$ cat config.mk
export PLATFORM = sky130hd
export DESIGN_NAME = splitacc_core
export DESIGN_NICKNAME = d
export VERILOG_FILES = /design/src/rtl/splitacc_pkg.sv /design/src/rtl/splitacc_alu.sv /design/src/rtl/splitacc_ctrl.sv /design/src/rtl/splitacc_dp.sv /design/src/rtl/splitacc_core.sv
export SDC_FILE = /design/constraint.sdc
export NUM_CORES = 1
export LEC_CHECK = 0
export CAP_MARGIN = 40
export CORE_UTILIZATION = 40
export CTS_CLUSTER_SIZE = 30
export DETAILED_ROUTE_END_ITERATION = 10
export DONT_BUFFER_PORTS = 1
export PLACE_DENSITY = 0.55
export SETUP_SLACK_MARGIN = 0.4
export SYNTH_ARGS = -nofsm -noshare
export SYNTH_HDL_FRONTEND = slang
export SYNTH_HIERARCHICAL = 1
export SYNTH_SLANG_ARGS = --single-unit
$ cat constraint.sdc
create_clock -name clk -period 6.7 [get_ports clk]
set_clock_uncertainty 0.2 [all_clocks]
set_input_delay 0.335 -clock clk [delete_from_list [all_inputs] [get_ports clk]]
set_output_delay 0.335 -clock clk [all_outputs]
set_load 0.02 [all_outputs]
$ cat src/rtl/splitacc_pkg.sv
package splitacc_pkg;

  localparam int BYTE_W = 8;
  localparam int ADDR_W = 16;
  localparam int WORD_W = 2 * BYTE_W;
  localparam int OPC_W  = 4;
  localparam int FLAG_W = 4;

  typedef enum logic [OPC_W-1:0] {
    OP_LD  = 4'd0,
    OP_ADD = 4'd1,
    OP_ADC = 4'd2,
    OP_SUB = 4'd3,
    OP_CMP = 4'd4,
    OP_INC = 4'd5,
    OP_DEC = 4'd6,
    OP_ASL = 4'd7,
    OP_LSR = 4'd8,
    OP_MUL = 4'd9,
    OP_ST  = 4'd10
  } aluOp_e;

  typedef struct packed {
    logic n;
    logic z;
    logic v;
    logic c;
  } flags_t;

  typedef struct packed {
    aluOp_e              op;
    logic                wide;
    logic                sel;
    logic                wrA;
    logic                wrB;
    logic [FLAG_W-1:0]   flagMask;
    logic                useMul;
    logic                busFirst;
    logic                busSecond;
  } strobe_t;

endpackage

$ cat src/rtl/splitacc_alu.sv
module splitacc_alu
  import splitacc_pkg::*;
#(
  parameter int W = BYTE_W
) (
  input  aluOp_e       op,
  input  logic [W-1:0] x,
  input  logic [W-1:0] y,
  input  logic         cin,
  output logic [W-1:0] res,
  output flags_t       fl
);

  localparam logic [W-1:0] ONE     = {{(W-1){1'b0}}, 1'b1};
  localparam logic [W-1:0] MAX_POS = {1'b0, {(W-1){1'b1}}};
  localparam logic [W-1:0] MIN_NEG = {1'b1, {(W-1){1'b0}}};

  logic [W:0] sum;

  always_comb begin
    sum  = '0;
    res  = y;
    fl.c = cin;
    fl.v = 1'b0;
    case (op)
      OP_ADD, OP_ADC: begin
        sum  = {1'b0, x} + {1'b0, y} + {{W{1'b0}}, (op == OP_ADC) & cin};
        res  = sum[W-1:0];
        fl.c = sum[W];
        fl.v = (x[W-1] == y[W-1]) && (res[W-1] != x[W-1]);
      end
      OP_SUB, OP_CMP: begin
        sum  = {1'b0, x} + {1'b0, ~y} + {{W{1'b0}}, 1'b1};
        res  = sum[W-1:0];
        fl.c = ~sum[W];
        fl.v = (x[W-1] != y[W-1]) && (res[W-1] != x[W-1]);
      end
      OP_INC: begin
        res  = x + ONE;
        fl.c = &x;
        fl.v = (x == MAX_POS);
      end
      OP_DEC: begin
        res  = x - ONE;
        fl.c = ~|x;
        fl.v = (x == MIN_NEG);
      end
      OP_ASL: begin
        res  = {x[W-2:0], 1'b0};
        fl.c = x[W-1];
        fl.v = x[W-2] ^ x[W-1];
      end
      OP_LSR: begin
        res  = {1'b0, x[W-1:1]};
        fl.c = x[0];
        fl.v = x[0];
      end
      default: res = y;
    endcase
    fl.n = res[W-1];
    fl.z = ~|res;
  end

endmodule

$ cat src/rtl/splitacc_ctrl.sv
module splitacc_ctrl
  import splitacc_pkg::*;
(
  input  logic             clk,
  input  logic             rstN,
  input  logic             opValid,
  input  logic [OPC_W-1:0] opCode,
  input  logic             wide,
  input  logic             regSel,
  output strobe_t          strobe,
  output logic             busy
);

  logic stPending;

  always_comb begin
    strobe           = '0;
    strobe.op        = aluOp_e'(opCode);
    strobe.wide      = wide;
    strobe.sel       = regSel;
    strobe.busSecond = stPending;
    if (opValid) begin
      case (opCode)
        OP_LD: begin
          strobe.wrA = wide | ~regSel;
          strobe.wrB = wide | regSel;
        end
        OP_ADD, OP_ADC, OP_SUB, OP_INC, OP_DEC, OP_ASL, OP_LSR: begin
          strobe.wrA      = wide | ~regSel;
          strobe.wrB      = wide | regSel;
          strobe.flagMask = 4'b1111;
        end
        OP_CMP: strobe.flagMask = 4'b1111;
        OP_MUL: begin
          strobe.wrA      = 1'b1;
          strobe.wrB      = 1'b1;
          strobe.useMul   = 1'b1;
          strobe.flagMask = 4'b0101;
        end
        OP_ST:   strobe.busFirst = ~stPending;
        default: ;
      endcase
    end
  end

  always_ff @(posedge clk or negedge rstN) begin
    if (!rstN) stPending <= 1'b0;
    else       stPending <= strobe.busFirst & wide;
  end

  assign busy = stPending;

endmodule

$ cat src/rtl/splitacc_dp.sv
module splitacc_dp
  import splitacc_pkg::*;
(
  input  logic              clk,
  input  logic              rstN,
  input  strobe_t           strobe,
  input  logic [WORD_W-1:0] memOperand,
  input  logic [ADDR_W-1:0] storeAddr,
  output logic [BYTE_W-1:0] regA,
  output logic [BYTE_W-1:0] regB,
  output logic [FLAG_W-1:0] ccr,
  output logic              busWr,
  output logic [ADDR_W-1:0] busAddr,
  output logic [BYTE_W-1:0] busData
);

  localparam logic [ADDR_W-1:0] ADDR_STEP = {{(ADDR_W-1){1'b0}}, 1'b1};

  logic [BYTE_W-1:0] res8;
  logic [WORD_W-1:0] res16;
  flags_t            fl8, fl16, flNew;
  logic [WORD_W-1:0] prod, newD;
  logic [BYTE_W-1:0] selByte;
  logic [BYTE_W-1:0] lowData;
  logic [ADDR_W-1:0] lowAddr;

  assign selByte = strobe.sel ? regB : regA;

  splitacc_alu #(.W(BYTE_W)) u_alu8 (
    .op (strobe.op),
    .x  (selByte),
    .y  (memOperand[BYTE_W-1:0]),
    .cin(ccr[0]),
    .res(res8),
    .fl (fl8)
  );

  splitacc_alu #(.W(WORD_W)) u_alu16 (
    .op (strobe.op),
    .x  ({regA, regB}),
    .y  (memOperand),
    .cin(ccr[0]),
    .res(res16),
    .fl (fl16)
  );

  assign prod = regA * regB;

  always_comb begin
    if (strobe.useMul) begin
      newD    = prod;
      flNew   = flags_t'(ccr);
      flNew.z = ~|prod;
      flNew.c = prod[BYTE_W-1];
    end else if (strobe.wide) begin
      newD  = res16;
      flNew = fl16;
    end else begin
      newD  = {res8, res8};
      flNew = fl8;
    end
  end

  always_ff @(posedge clk or negedge rstN) begin
    if (!rstN) begin
      regA <= '0;
      regB <= '0;
      ccr  <= '0;
    end else begin
      if (strobe.wrA) regA <= newD[WORD_W-1:BYTE_W];
      if (strobe.wrB) regB <= newD[BYTE_W-1:0];
      ccr <= (ccr & ~strobe.flagMask) | (flNew & strobe.flagMask);
    end
  end

  always_ff @(posedge clk or negedge rstN) begin
    if (!rstN) begin
      busWr   <= 1'b0;
      busAddr <= '0;
      busData <= '0;
      lowData <= '0;
      lowAddr <= '0;
    end else begin
      busWr <= 1'b0;
      if (strobe.busSecond) begin
        busWr   <= 1'b1;
        busAddr <= lowAddr;
        busData <= lowData;
      end else if (strobe.busFirst) begin
        busWr   <= 1'b1;
        busAddr <= storeAddr;
        busData <= strobe.wide ? regA : selByte;
        lowData <= regB;
        lowAddr <= storeAddr + ADDR_STEP;
      end
    end
  end

endmodule

$ cat src/rtl/splitacc_core.sv
module splitacc_core
  import splitacc_pkg::*;
(
  input  logic              clk,
  input  logic              rstN,
  input  logic              opValid,
  input  logic [OPC_W-1:0]  opCode,
  input  logic              wide,
  input  logic              regSel,
  input  logic [WORD_W-1:0] memOperand,
  input  logic [ADDR_W-1:0] storeAddr,
  output logic [BYTE_W-1:0] accA,
  output logic [BYTE_W-1:0] accB,
  output logic [WORD_W-1:0] accD,
  output logic              flagN,
  output logic              flagZ,
  output logic              flagV,
  output logic              flagC,
  output logic              busy,
  output logic              busWr,
  output logic [ADDR_W-1:0] busAddr,
  output logic [BYTE_W-1:0] busData
);

  strobe_t           strobe;
  logic [FLAG_W-1:0] ccr;

  splitacc_ctrl u_ctrl (
    .clk    (clk),
    .rstN   (rstN),
    .opValid(opValid),
    .opCode (opCode),
    .wide   (wide),
    .regSel (regSel),
    .strobe (strobe),
    .busy   (busy)
  );

  splitacc_dp u_dp (
    .clk       (clk),
    .rstN      (rstN),
    .strobe    (strobe),
    .memOperand(memOperand),
    .storeAddr (storeAddr),
    .regA      (accA),
    .regB      (accB),
    .ccr       (ccr),
    .busWr     (busWr),
    .busAddr   (busAddr),
    .busData   (busData)
  );

  assign accD  = {accA, accB};
  assign flagN = ccr[3];
  assign flagZ = ccr[2];
  assign flagV = ccr[1];
  assign flagC = ccr[0];

endmodule

==> results of run 1 <==
==> final cells by class <==
class	count	share of cell area
multi-input combinational	1138	0.7161
sequential	70	0.1489
tap	378	0.04019
inverter	117	0.03732
timing repair buffer	46	0.03573
clock buffer	12	0.02095
clock inverter	2	0.0008506
==> worst max-delay path: cells and delay by family, from the launching register on <==
family	cells	cell delay [ns]
compound gates	5	1.50
fa+ha+maj	1	0.42
flops	1	0.67
mux	2	0.22
xor+xnor	1	0.13
simple gates	6	1.93
==> synthesized netlist by cell type (7+ instances only) <==
master	number	area share
buf_2	18	0.0080
o211ai_1	21	0.014
mux2i_1	32	0.028
or3_1	20	0.011
nor2b_1	20	0.011
nand4_1	10	0.0056
or2_2	7	0.0039
dfrtp_1	70	0.16
nand2b_1	29	0.016
and3_1	16	0.0089
a22oi_1	7	0.0047
and2_1	62	0.034
nand3_1	31	0.014
nand2_1	105	0.035
xnor2_1	35	0.027
a221oi_1	10	0.0078
a31oi_1	29	0.016
nor3_1	39	0.017
clkbuf_1	69	0.023
o31ai_1	10	0.0067
o221ai_1	12	0.0093
mux2_2	29	0.029
o21ai_0	89	0.040
nor2_1	97	0.032
a21oi_1	82	0.036
o21ai_1	7	0.0031
or4_1	7	0.0047
a21o_1	12	0.0080
ha_1	89	0.099
nor4_1	18	0.010
xor2_1	21	0.016
a211oi_1	12	0.0080
buf_4	29	0.019
inv_1	113	0.038
fa_1	42	0.075
==> cell families after synthesis <==
kind of cell | count (synthesis) | synth area share
buffers and inverters | 244 | 0.09642
flip-flops | 70 | 0.1557
AND/OR/NAND/NOR | 502 | 0.2383
multiplexers | 61 | 0.05750
XOR/XNOR | 56 | 0.04359
adder cells (fa/ha/maj) | 131 | 0.1737
AO/OA/AOI/OAI | 388 | 0.2348
==> metrics by stage <==
step	power, W	area [um^2]	std cells	hold slack [ns]	worst slack [ns]
6_report	0.006022	11770	1763	0.006837	1.524
5_1_grt	0.006566	11770	1763	0.01437	1.255
4_1_cts	0.005972	11760	1762	0.0002927	1.547
3_5_place_dp	0.005470	11370	1736	-0.1597	1.595
3_3_place_gp	0.005435	11320	1733	-0.1595	1.632
2_1_floorplan	0.004309	11250	1452	-0.1606	1.796
==> where the power goes <==
| part | switching [W] | total (W) | internal, W |
|---|---|---|---|
| Sequential | 0.000263 | 0.000815 | 0.000552 |
| Clock | 0.000184 | 0.000440 | 0.000256 |
| Combinational | 0.00294 | 0.00477 | 0.00183 |
| Total | 0.00339 | 0.00602 | 0.00264 |
==> path summary, 6_finish.rpt <==
path                       slack [ns]              from               end
max                              1.52         flip-flop         flip-flop
min                             0.007      storeAddr[9]   u_dp/busAddr[9]
max reg2reg                      1.52         flip-flop         flip-flop
min reg2reg                      0.27  u_dp/lowAddr[11]  u_dp/busAddr[11]
max in group asynchronous        5.64              rstN      u_dp/regB[1]
min in group asynchronous        0.34              rstN  u_dp/busAddr[12]
==> layer usage <==
metal	global-route usage	wire [um]
met1	0.3550	16930
met2	0.4227	17800
met3	0.05410	2666
met4	0.07403	782
met5	0	0
==> layout by cell type, fill, tap and decap left out, types with 39 or more instances in the layout <==
| cell type | Yosys | final |
|---|---|---|
| a21oi_1 | 82 | 82 |
| and2_1 | 62 | 62 |
| dfrtp_1 | 70 | 70 |
| fa_1 | 42 | 42 |
| ha_1 | 89 | 89 |
| inv_1 | 113 | 113 |
| nand2_1 | 105 | 105 |
| nor2_1 | 97 | 97 |
| nor3_1 | 39 | 39 |
| o21ai_0 | 89 | 89 |
==> sequential cells by signal (all words and copies together), names as in the netlist, named ones only <==
register      cells
u_dp/busAddr     16
u_dp/lowAddr     16
u_dp/busData      8
u_dp/lowData      8
u_dp/regA         8
u_dp/regB         8
u_ctrl/busy       1
u_dp/busWr        1
==> what timing repair did <==
item / in CTS / in global routing
endpoints found under the hold margin: 82 / 0
hold buffers: 12 / 0
buffers inserted: 0 / 0
==> metrics.cfg, run 1 <==
[run_status]
status=finished, final reports clean

[yosys]
synth-edff-count=0
synthArstFlopShare=1.000
ys_ff_latch=70
synthFlopType=dfrtp_1
synth_nets=1624
ys_warn_count=6
avgSynthCellArea_um2=7.748
netlist_area_mm2=0.01125
synth_cells=1452
yosysUniqueCellTypes=91
synth-seq-area-share=0.1557

[clock_network]
cts_resized=0
clock-sinks=70
htree_levels=3
clk_latency_ns=0.34
clk_pin_slew_worst_paths_ns=0.06
cts_max_path_buffers=2
root_buffer=clkbuf_16
cts_buffers=9
tritoncts=built

[routing]
num_vias=10750
wl_um=38190
drt_iter0_drc=1181
drtPass1Iterations=5
ant_nets=0
drc=0
wire_per_inst_um=21.66
via_per_inst=6.095

[global_routing]
antenna_found_initial=0
grt_pass1_vias=10130
grt_pass1_wl_um=58940
grt_max_degree=71
grt-ovfl-total=0
track_usage=0.2632

[run]
maxCapViolCount=0

[power_and_ir_drop]
p_leak_nw=4.943
p_per_area_mw_per_mm2=511.8
ir_drop_mv=0.3512

[setup_path]
rr_worst_depth=15
cpMaxStageDelayCell=dfrtp_1
path_class=flip-flop to flip-flop
cp-start-kind=flip-flop
cp_data_required_time_ns=6.75
cp_max_fo=6
cp_common_cell=mux2i_1
cp_cell_sequence=nand3_1, fa_1, o21ba_2, nor4_1, o311ai_0, and2_1, xnor2_1, a221oi_1, o2111ai_1, or4b_1, nor4_2, mux2i_1, nor2_1, mux2i_1, o31ai_2
worst-endpoint-arrival_ns=5.22
cpPeakStageDelay_ns=0.67
crit_path_end_kind=flip-flop

[sta]
setup_tns_ns=0
finalSetupViolCount=0
tightestPinTransition_ns=0.8280
grt_setup_unrepaired=false
period_share=0.7725
slew_headroom=0.4429
max_freq_ghz=0.1932
hold_violations=0
finalMaxSlewViolations=0
fin_crit_ns=5.176

[floorplan]
die_h_um=169.7
core-area_mm2=0.02771
dieArea_mm2=0.02880
num_rows=61
io_pins=103
die_x_um=169.7
initial_utilization=0.4061

[layout]
area_growth_pct=4.593
utilization=0.4247
nets=1554
multi_input_area_mm2=0.008427
seq_area_mm2=0.001752
drive_gt1_frac=0.08159
num_antenna_cells=0
fillers=2851

[place]
routabilityCongestion=0.9643
io_buffers=0
post-dp-hpwl_um=28320

[min_path]
hold_depth=2
hp-class=input pin to flip-flop

Power figures use the tool's default switching activity.
==> run 2, diff against run 1 <==
Settings changed: ABC_AREA set to 1.
Clock period 6.7 ns to 5.1 ns, I/O delays scaled along.
==> run 2 against run 1 <==
Net effect: cell count is 32% higher; sequential cell count did not move; via count up 16%; die area increased by 3.9%; sequential power is 14% higher; synthesized cell count is 34% higher; first-iteration DRC count increased by 1.3%; power down 12%; clock power rose by 46%; count of clock-buffer cells in the layout decreased by 3.
==> metrics.cfg, run 2 <==
[floorplan]
die_x_um=173.0
dieArea_mm2=0.02992
die_h_um=173.0
num_rows=62
io_pins=103
core-area_mm2=0.02870
initial_utilization=0.4074

[layout]
nets=2106
fillers=3163
mostFrequentLayoutCell=nand2_1
area_growth_pct=7.662
top_regs=u_dp/busAddr x16, u_dp/lowAddr x16
layout_common_cells=nand2_1 (572), inv_1 (338), nand3_1 (179), nor2_1 (145), o21ai_0 (90)
drive_gt1_frac=0.07839
num_antenna_cells=0
multi_input_area_mm2=0.008150
seq_area_mm2=0.001757

[routing]
wire_per_inst_um=17.98
drt_iter0_drc=1196
via_per_inst=5.345
drtPass1Iterations=6
num_vias=12420
drc=0
wl_um=41760
ant_nets=0

[place]
post-dp-hpwl_um=32920
io_buffers=0
pre_cts_slack_ns=0.5784
routabilityCongestion=0.9256

[clock_network]
root_buffer=clkbuf_16
clock-sinks=70
htree_levels=3
clk_latency_ns=0.34
clk_pin_slew_worst_paths_ns=0.07
cts_setup_buffers=0
cts_buffers=9
cts_max_path_buffers=2
tritoncts=built

[yosys]
synth-simple-area-share=0.3943
yosysTopAreaCell=nand2_1
avgSynthCellArea_um2=6.018
netlist_area_mm2=0.01169
synth-seq-area-share=0.1498
synth_cells=1943
synth_top_family_by_area=simple AND/OR/NAND/NOR gates
yosysMostFrequentCell=nand2_1
synthMuxAreaShare=0
synth_top_area_share=0.1836
ys_warn_count=6
ys_top_cells_by_area=nand2_1 (18%), dfrtp_1 (15%), inv_1 (11%)
synthFlopType=dfrtp_1
synthXorXnorAreaFrac=0.005993
synth_common_cells=nand2_1 (572), inv_1 (338), nand3_1 (179)
ys_ff_latch=70
synth_compound_area_frac=0.1289
synth_adder_area_share=0.1671
synth_nets=2115
yosysUniqueCellTypes=57
synth-edff-count=0
synthArstFlopShare=1.000

[power_and_ir_drop]
p_leak_nw=7.027
ir_drop_mv=0.2858
p_per_area_mw_per_mm2=418.9
power_w=0.005273

[sta]
hold_violations=0
fin_crit_ns=4.504
finalMaxSlewViolations=0
grt_setup_unrepaired=false
tightestPinTransition_ns=0.8464
finalSetupViolCount=0
period_share=0.8831
setup_tns_ns=0
setup_slack_ns=0.5964
max_freq_ghz=0.2220
slew_headroom=0.4298

[setup_path]
cp_max_fo=6
crit_path_end_kind=flip-flop
cp_data_required_time_ns=5.17
worst-endpoint-arrival_ns=4.57
path_class=flip-flop to flip-flop
r2r_start=u_dp/regB[6]
cp-start-kind=flip-flop
r2r_slack_ns=0.60
rr_worst_depth=20
startpoint=u_dp/regB[6]

[global_routing]
grt_pass1_vias=11740
grt_max_degree=71
antenna_found_initial=0
track_usage=0.2758
grt-ovfl-total=0
grt_pass1_wl_um=65690

[run_status]
status=finished, final reports clean

[min_path]
hold_depth=3
hp-class=input pin to flip-flop

[run]
maxCapViolCount=0

-- run 2: cell types whose count changed in the layout (fill, tap and decap cells not counted), moves of 32 or more --
cell,delta
xnor2_1,-35
nand3_1,+148
mux2i_1,-32
inv_1,+225
nand2_2,+34
nor2_1,+48
and2_1,-60
nand2_1,+467
-- run 2: cell type report --
| cell class | count | share of cell area |
|---|---|---|
| multi-input combinational | 1440 | 0.6475 |
| sequential | 70 | 0.1395 |
| inverter | 348 | 0.1038 |
| timing repair buffer | 65 | 0.04711 |
| tap | 384 | 0.03817 |
| clock buffer | 9 | 0.01789 |
| clock inverter | 7 | 0.006063 |
-- run 2: what timing repair did --
| item | 4_1_cts | 5_1_grt |
|---|---|---|
| hold endpoints to repair | 110 | 0 |
| setup endpoints to repair | 0 | 4 |
| resized for setup | 0 | 8 |
| hold buffers | 22 | 0 |
-- run 2: logic make-up after synthesis --
| family | count (synthesis) |
|---|---|
| simple gates | 1045 |
| xor+xnor | 8 |
| compound gates | 256 |
| flops | 70 |
| fa+ha+maj | 131 |
| buf+inv | 433 |
-- run 2: metrics by stage --
stage | utilization | instances | hold slack, ns | cell area [um^2]
5_1_grt | 0.4386 | 2323 | 0.03558 | 12590
2_1_floorplan | - | 1943 | -0.2406 | 11690
3_5_place_dp | 0.4192 | 2285 | -0.2367 | 12030
4_1_cts | 0.4380 | 2323 | 0.005548 | 12570
6_report | 0.4386 | 2323 | 0.01197 | 12590
3_3_place_gp | 0.4175 | 2282 | -0.2381 | 11980
-- run 2: layer usage --
layer / wire length (um) / part of all wire / GRT usage
met5: 0 / 0 / 0
met4: 1130 / 0.027 / 0.08518
met3: 2508 / 0.060 / 0.03364
met2: 19480 / 0.47 / 0.4625
met1: 18640 / 0.45 / 0.3689
-- run 2: worst max-delay path: stages (launching register included) --
cell     delay [ns]
dfrtp_1        0.44
buf_4          0.21
nand2_1        0.07
inv_1          0.06
fa_1           0.53
fa_1           0.45
fa_1           0.50
inv_1          0.05
fa_1           0.47
inv_1          0.04
ha_1           0.36
nand2_1        0.13
nor2_2         0.15
nand3_1        0.11
nand2_1        0.09
nand2_1        0.05
nand2_1        0.11
nand3_1        0.09
nor2_1         0.10
nand3_1        0.11
a21oi_2        0.14
-- run 2: power by group --
part / leakage, nW / switching [W] / total [W] / internal [W]
Clock: 0.149 / 0.000294 / 0.000642 / 0.000348
Sequential: 0.873 / 0.000237 / 0.000929 / 0.000693
Combinational: 6.01 / 0.00250 / 0.00370 / 0.00120
-- run 2: worst min path at each step --
stage	from	end	slack (ns)
final	storeAddr[6]	u_dp/lowAddr[8]	0.01
after global routing	storeAddr[6]	u_dp/lowAddr[6]	0.04
after CTS	storeAddr[6]	u_dp/lowAddr[6]	0.006
after detailed placement	rstN	u_dp/busAddr[0]	-0.24
after global placement	rstN	u_dp/regA[6]	-0.24
after floorplan	rstN	u_ctrl/busy	-0.24
==> run 3, diff against run 2 <==
Settings changed: CORE_MARGIN set to 2, CTS_BUF_LIST set to sky130_fd_sc_hd__clkbuf_2 sky130_fd_sc_hd__clkbuf_4 sky130_fd_sc_hd__clkbuf_8, SYNTH_HIERARCHICAL 1 to not set.
==> run 3 against run 2 <==
Net effect: hold slack lost 0.011 ns; cell count shrank 9.0%; critical path type unchanged; wire length shrank 2.5%; sequential cell count is the same; non-clock buffer count grew 3; fmax grew 1.1%; die area shrank 4.4%; synthesized cell count shrank 9.4%; area after synthesis shrank 6.7%; combinational power grew 44%; sequential power grew 6.5%.
==> metrics.cfg, run 3 <==
[run_status]
status=finished, final reports clean

[floorplan]
dieArea_mm2=0.02861
die_x_um=169.1
die_h_um=169.1
io_pins=103
num_rows=60
core-area_mm2=0.02688
initial_utilization=0.4059

[clock_network]
clk_latency_ns=0.37
clock-sinks=70
cts_buffers=9
cts_max_path_buffers=2
tritoncts=built
root_buffer=clkbuf_8
clk_pin_slew_worst_paths_ns=0.10
htree_levels=3

[yosys]
synth_top_area_share=0.1686
synth_nets=1960
synth-edff-count=0
synth_common_cells=nand2_1 (490), inv_1 (301), nor2_1 (173)
synth_cells=1761
ys_ff_latch=70
netlist_area_mm2=0.01091
avgSynthCellArea_um2=6.194
yosysUniqueCellTypes=43
ys_top_cells_by_area=nand2_1 (17%), dfrtp_1 (16%), ha_1 (13%)
synth-seq-area-share=0.1606
yosysTopAreaCell=nand2_1
synthFlopType=dfrtp_1
yosysMostFrequentCell=nand2_1
ys_warn_count=0
synthArstFlopShare=1.000

[routing]
drt_iter0_drc=1060
drtPass1Iterations=6
wl_um=40700
ant_nets=0
num_vias=11540
drc=0
via_per_inst=5.463
wire_per_inst_um=19.26

[layout]
layout_common_cells=nand2_1 (488), inv_1 (301), nor2_1 (172), nand3_1 (138), ha_1 (108)
num_antenna_cells=0
nets=1966
drive_gt1_frac=0.06095
area_growth_pct=8.970
top_regs=u_dp.busAddr x16, u_dp.lowAddr x16
fillers=2981
mostFrequentLayoutCell=nand2_1

[setup_path]
crit_path_end_kind=flip-flop
r2r_start=u_dp.regB[2]
cp_data_required_time_ns=5.18
cp_cell_sequence=buf_4, nand2_1, fa_1, fa_1, fa_1, fa_1, inv_1, ha_4, inv_1, o21ai_0, a21oi_2, nand2_1, a31oi_1, xor2_1, nand2_1, nand2_1, o21ai_0, o21ai_0
startpoint=u_dp.regB[2]
cpMaxStageDelayCell=fa_1
cp_max_fo=6
cp-start-kind=flip-flop
worst-endpoint-arrival_ns=4.54
path_class=flip-flop to flip-flop
cpPeakStageDelay_ns=0.55

[global_routing]
track_usage=0.2833
antenna_found_initial=0
grt_pass1_wl_um=62530
grt_pass1_vias=10720
grt-ovfl-total=0
grt_max_degree=71

[sta]
grt_setup_unrepaired=false
slew_headroom=0.4009
tightestPinTransition_ns=0.8920
finalMaxSlewViolations=0
setup_tns_ns=0
hold_violations=0
finalSetupViolCount=0
max_freq_ghz=0.2246
fin_crit_ns=4.452
period_share=0.8730

[power_and_ir_drop]
ir_drop_mv=0.3667
p_per_area_mw_per_mm2=568.3
p_leak_nw=6.499
power_w=0.006755

[place]
post-dp-hpwl_um=31770
io_buffers=0
routabilityCongestion=0.9599

[min_path]
min_from=storeAddr[6]
hp-class=input pin to flip-flop

[run]
maxCapViolCount=0

[run 3: cell count changes in the layout (fill, tap and decap cells not counted), moves of 17 or more]
cell / delta
o22ai_1: +17
nand2_1: -84
nand3_1: -41
ha_1: +21
nor2_1: +27
nand2_2: -29
inv_1: -37
[run 3: worst paths after layout]
kind,cells past startpoint,slack [ns],endpoint
worst max-delay path,18,0.65,u_dp.regA[5]
worst min-delay path,4,0.001,u_dp.lowAddr[8]
worst max register to register,18,0.65,u_dp.regA[5]
worst min register to register,2,0.29,u_dp.lowData[5]
max in group asynchronous,2,4.13,u_dp.regB[3]
min in group asynchronous,2,0.21,u_dp.busAddr[11]
[run 3: timing repair]
action / CTS / global route
hold endpoints to repair: 109 / 1
buffers inserted: 1 / 16
setup endpoints to repair: 3 / 9
gates resized for setup: 0 / 35
hold buffers: 21 / 1
pin swaps: 1 / 13
[run 3: critical path, delay by kind of cell (launching register included)]
| family | cells | cell delay, ns |
|---|---|---|
| xor gates and xnor gates | 1 | 0.20 |
| buffers and inverters | 3 | 0.33 |
| adders and majority gates | 5 | 2.21 |
| and+or+nand+nor | 4 | 0.32 |
| DFF | 1 | 0.47 |
| AOI/OAI and AO/OA | 5 | 0.65 |
[run 3: layout make-up]
type / instances / area, um^2 / area share
Multi-Input combinational cell: 1313 / 7740 / 0.6512
Tap cell: 341 / 426.7 / 0.03589
Timing Repair Buffer: 68 / 621.8 / 0.05232
Sequential cell: 70 / 1768 / 0.1487
Clock inverter: 7 / 61.31 / 0.005158
Inverter: 305 / 1145 / 0.09632
Clock buffer: 9 / 123.9 / 0.01042
[run 3: through the flow]
stage            util  std cells  cell area [um^2]  hold WS [ns]  worst slack (ns)
2_1_floorplan       -       1761             10910       -0.2406            0.4148
3_3_place_gp   0.4155       2057             11170       -0.2389            0.4212
3_5_place_dp   0.4166       2058             11200       -0.2394            0.3571
4_1_cts        0.4322       2096             11620     0.0005573            0.4042
5_1_grt        0.4423       2113             11890       0.03066            0.4081
6_report       0.4423       2113             11890      0.001206            0.6476
[run 3: power by group]
group,internal [W],switching (W)
clock network,0.000187,0.000266
logic,0.00192,0.00339
registers,0.000718,0.000271
[run 3: logic make-up (layout without fill, tap and decap cells)]
| family | Yosys count | after routing | share of synthesized area |
|---|---|---|---|
| DFF | 70 | 70 | 0.1606 |
| buffers and inverters | 378 | 389 | 0.1403 |
| and+or+nand+nor | 877 | 877 | 0.3368 |
| adders and majority gates | 158 | 158 | 0.2115 |
| xor gates and xnor gates | 23 | 23 | 0.01847 |
| AOI/OAI and AO/OA | 255 | 255 | 0.1324 |
[run 3: routing by layer]
layer	track usage	vias to the layer above	routed length [um]
met5	0	-	0
met4	0.08361	0	1165
met3	0.03965	65	3015
met2	0.4484	462	17840
met1	0.4019	5399	18680
li1	-	5618	-
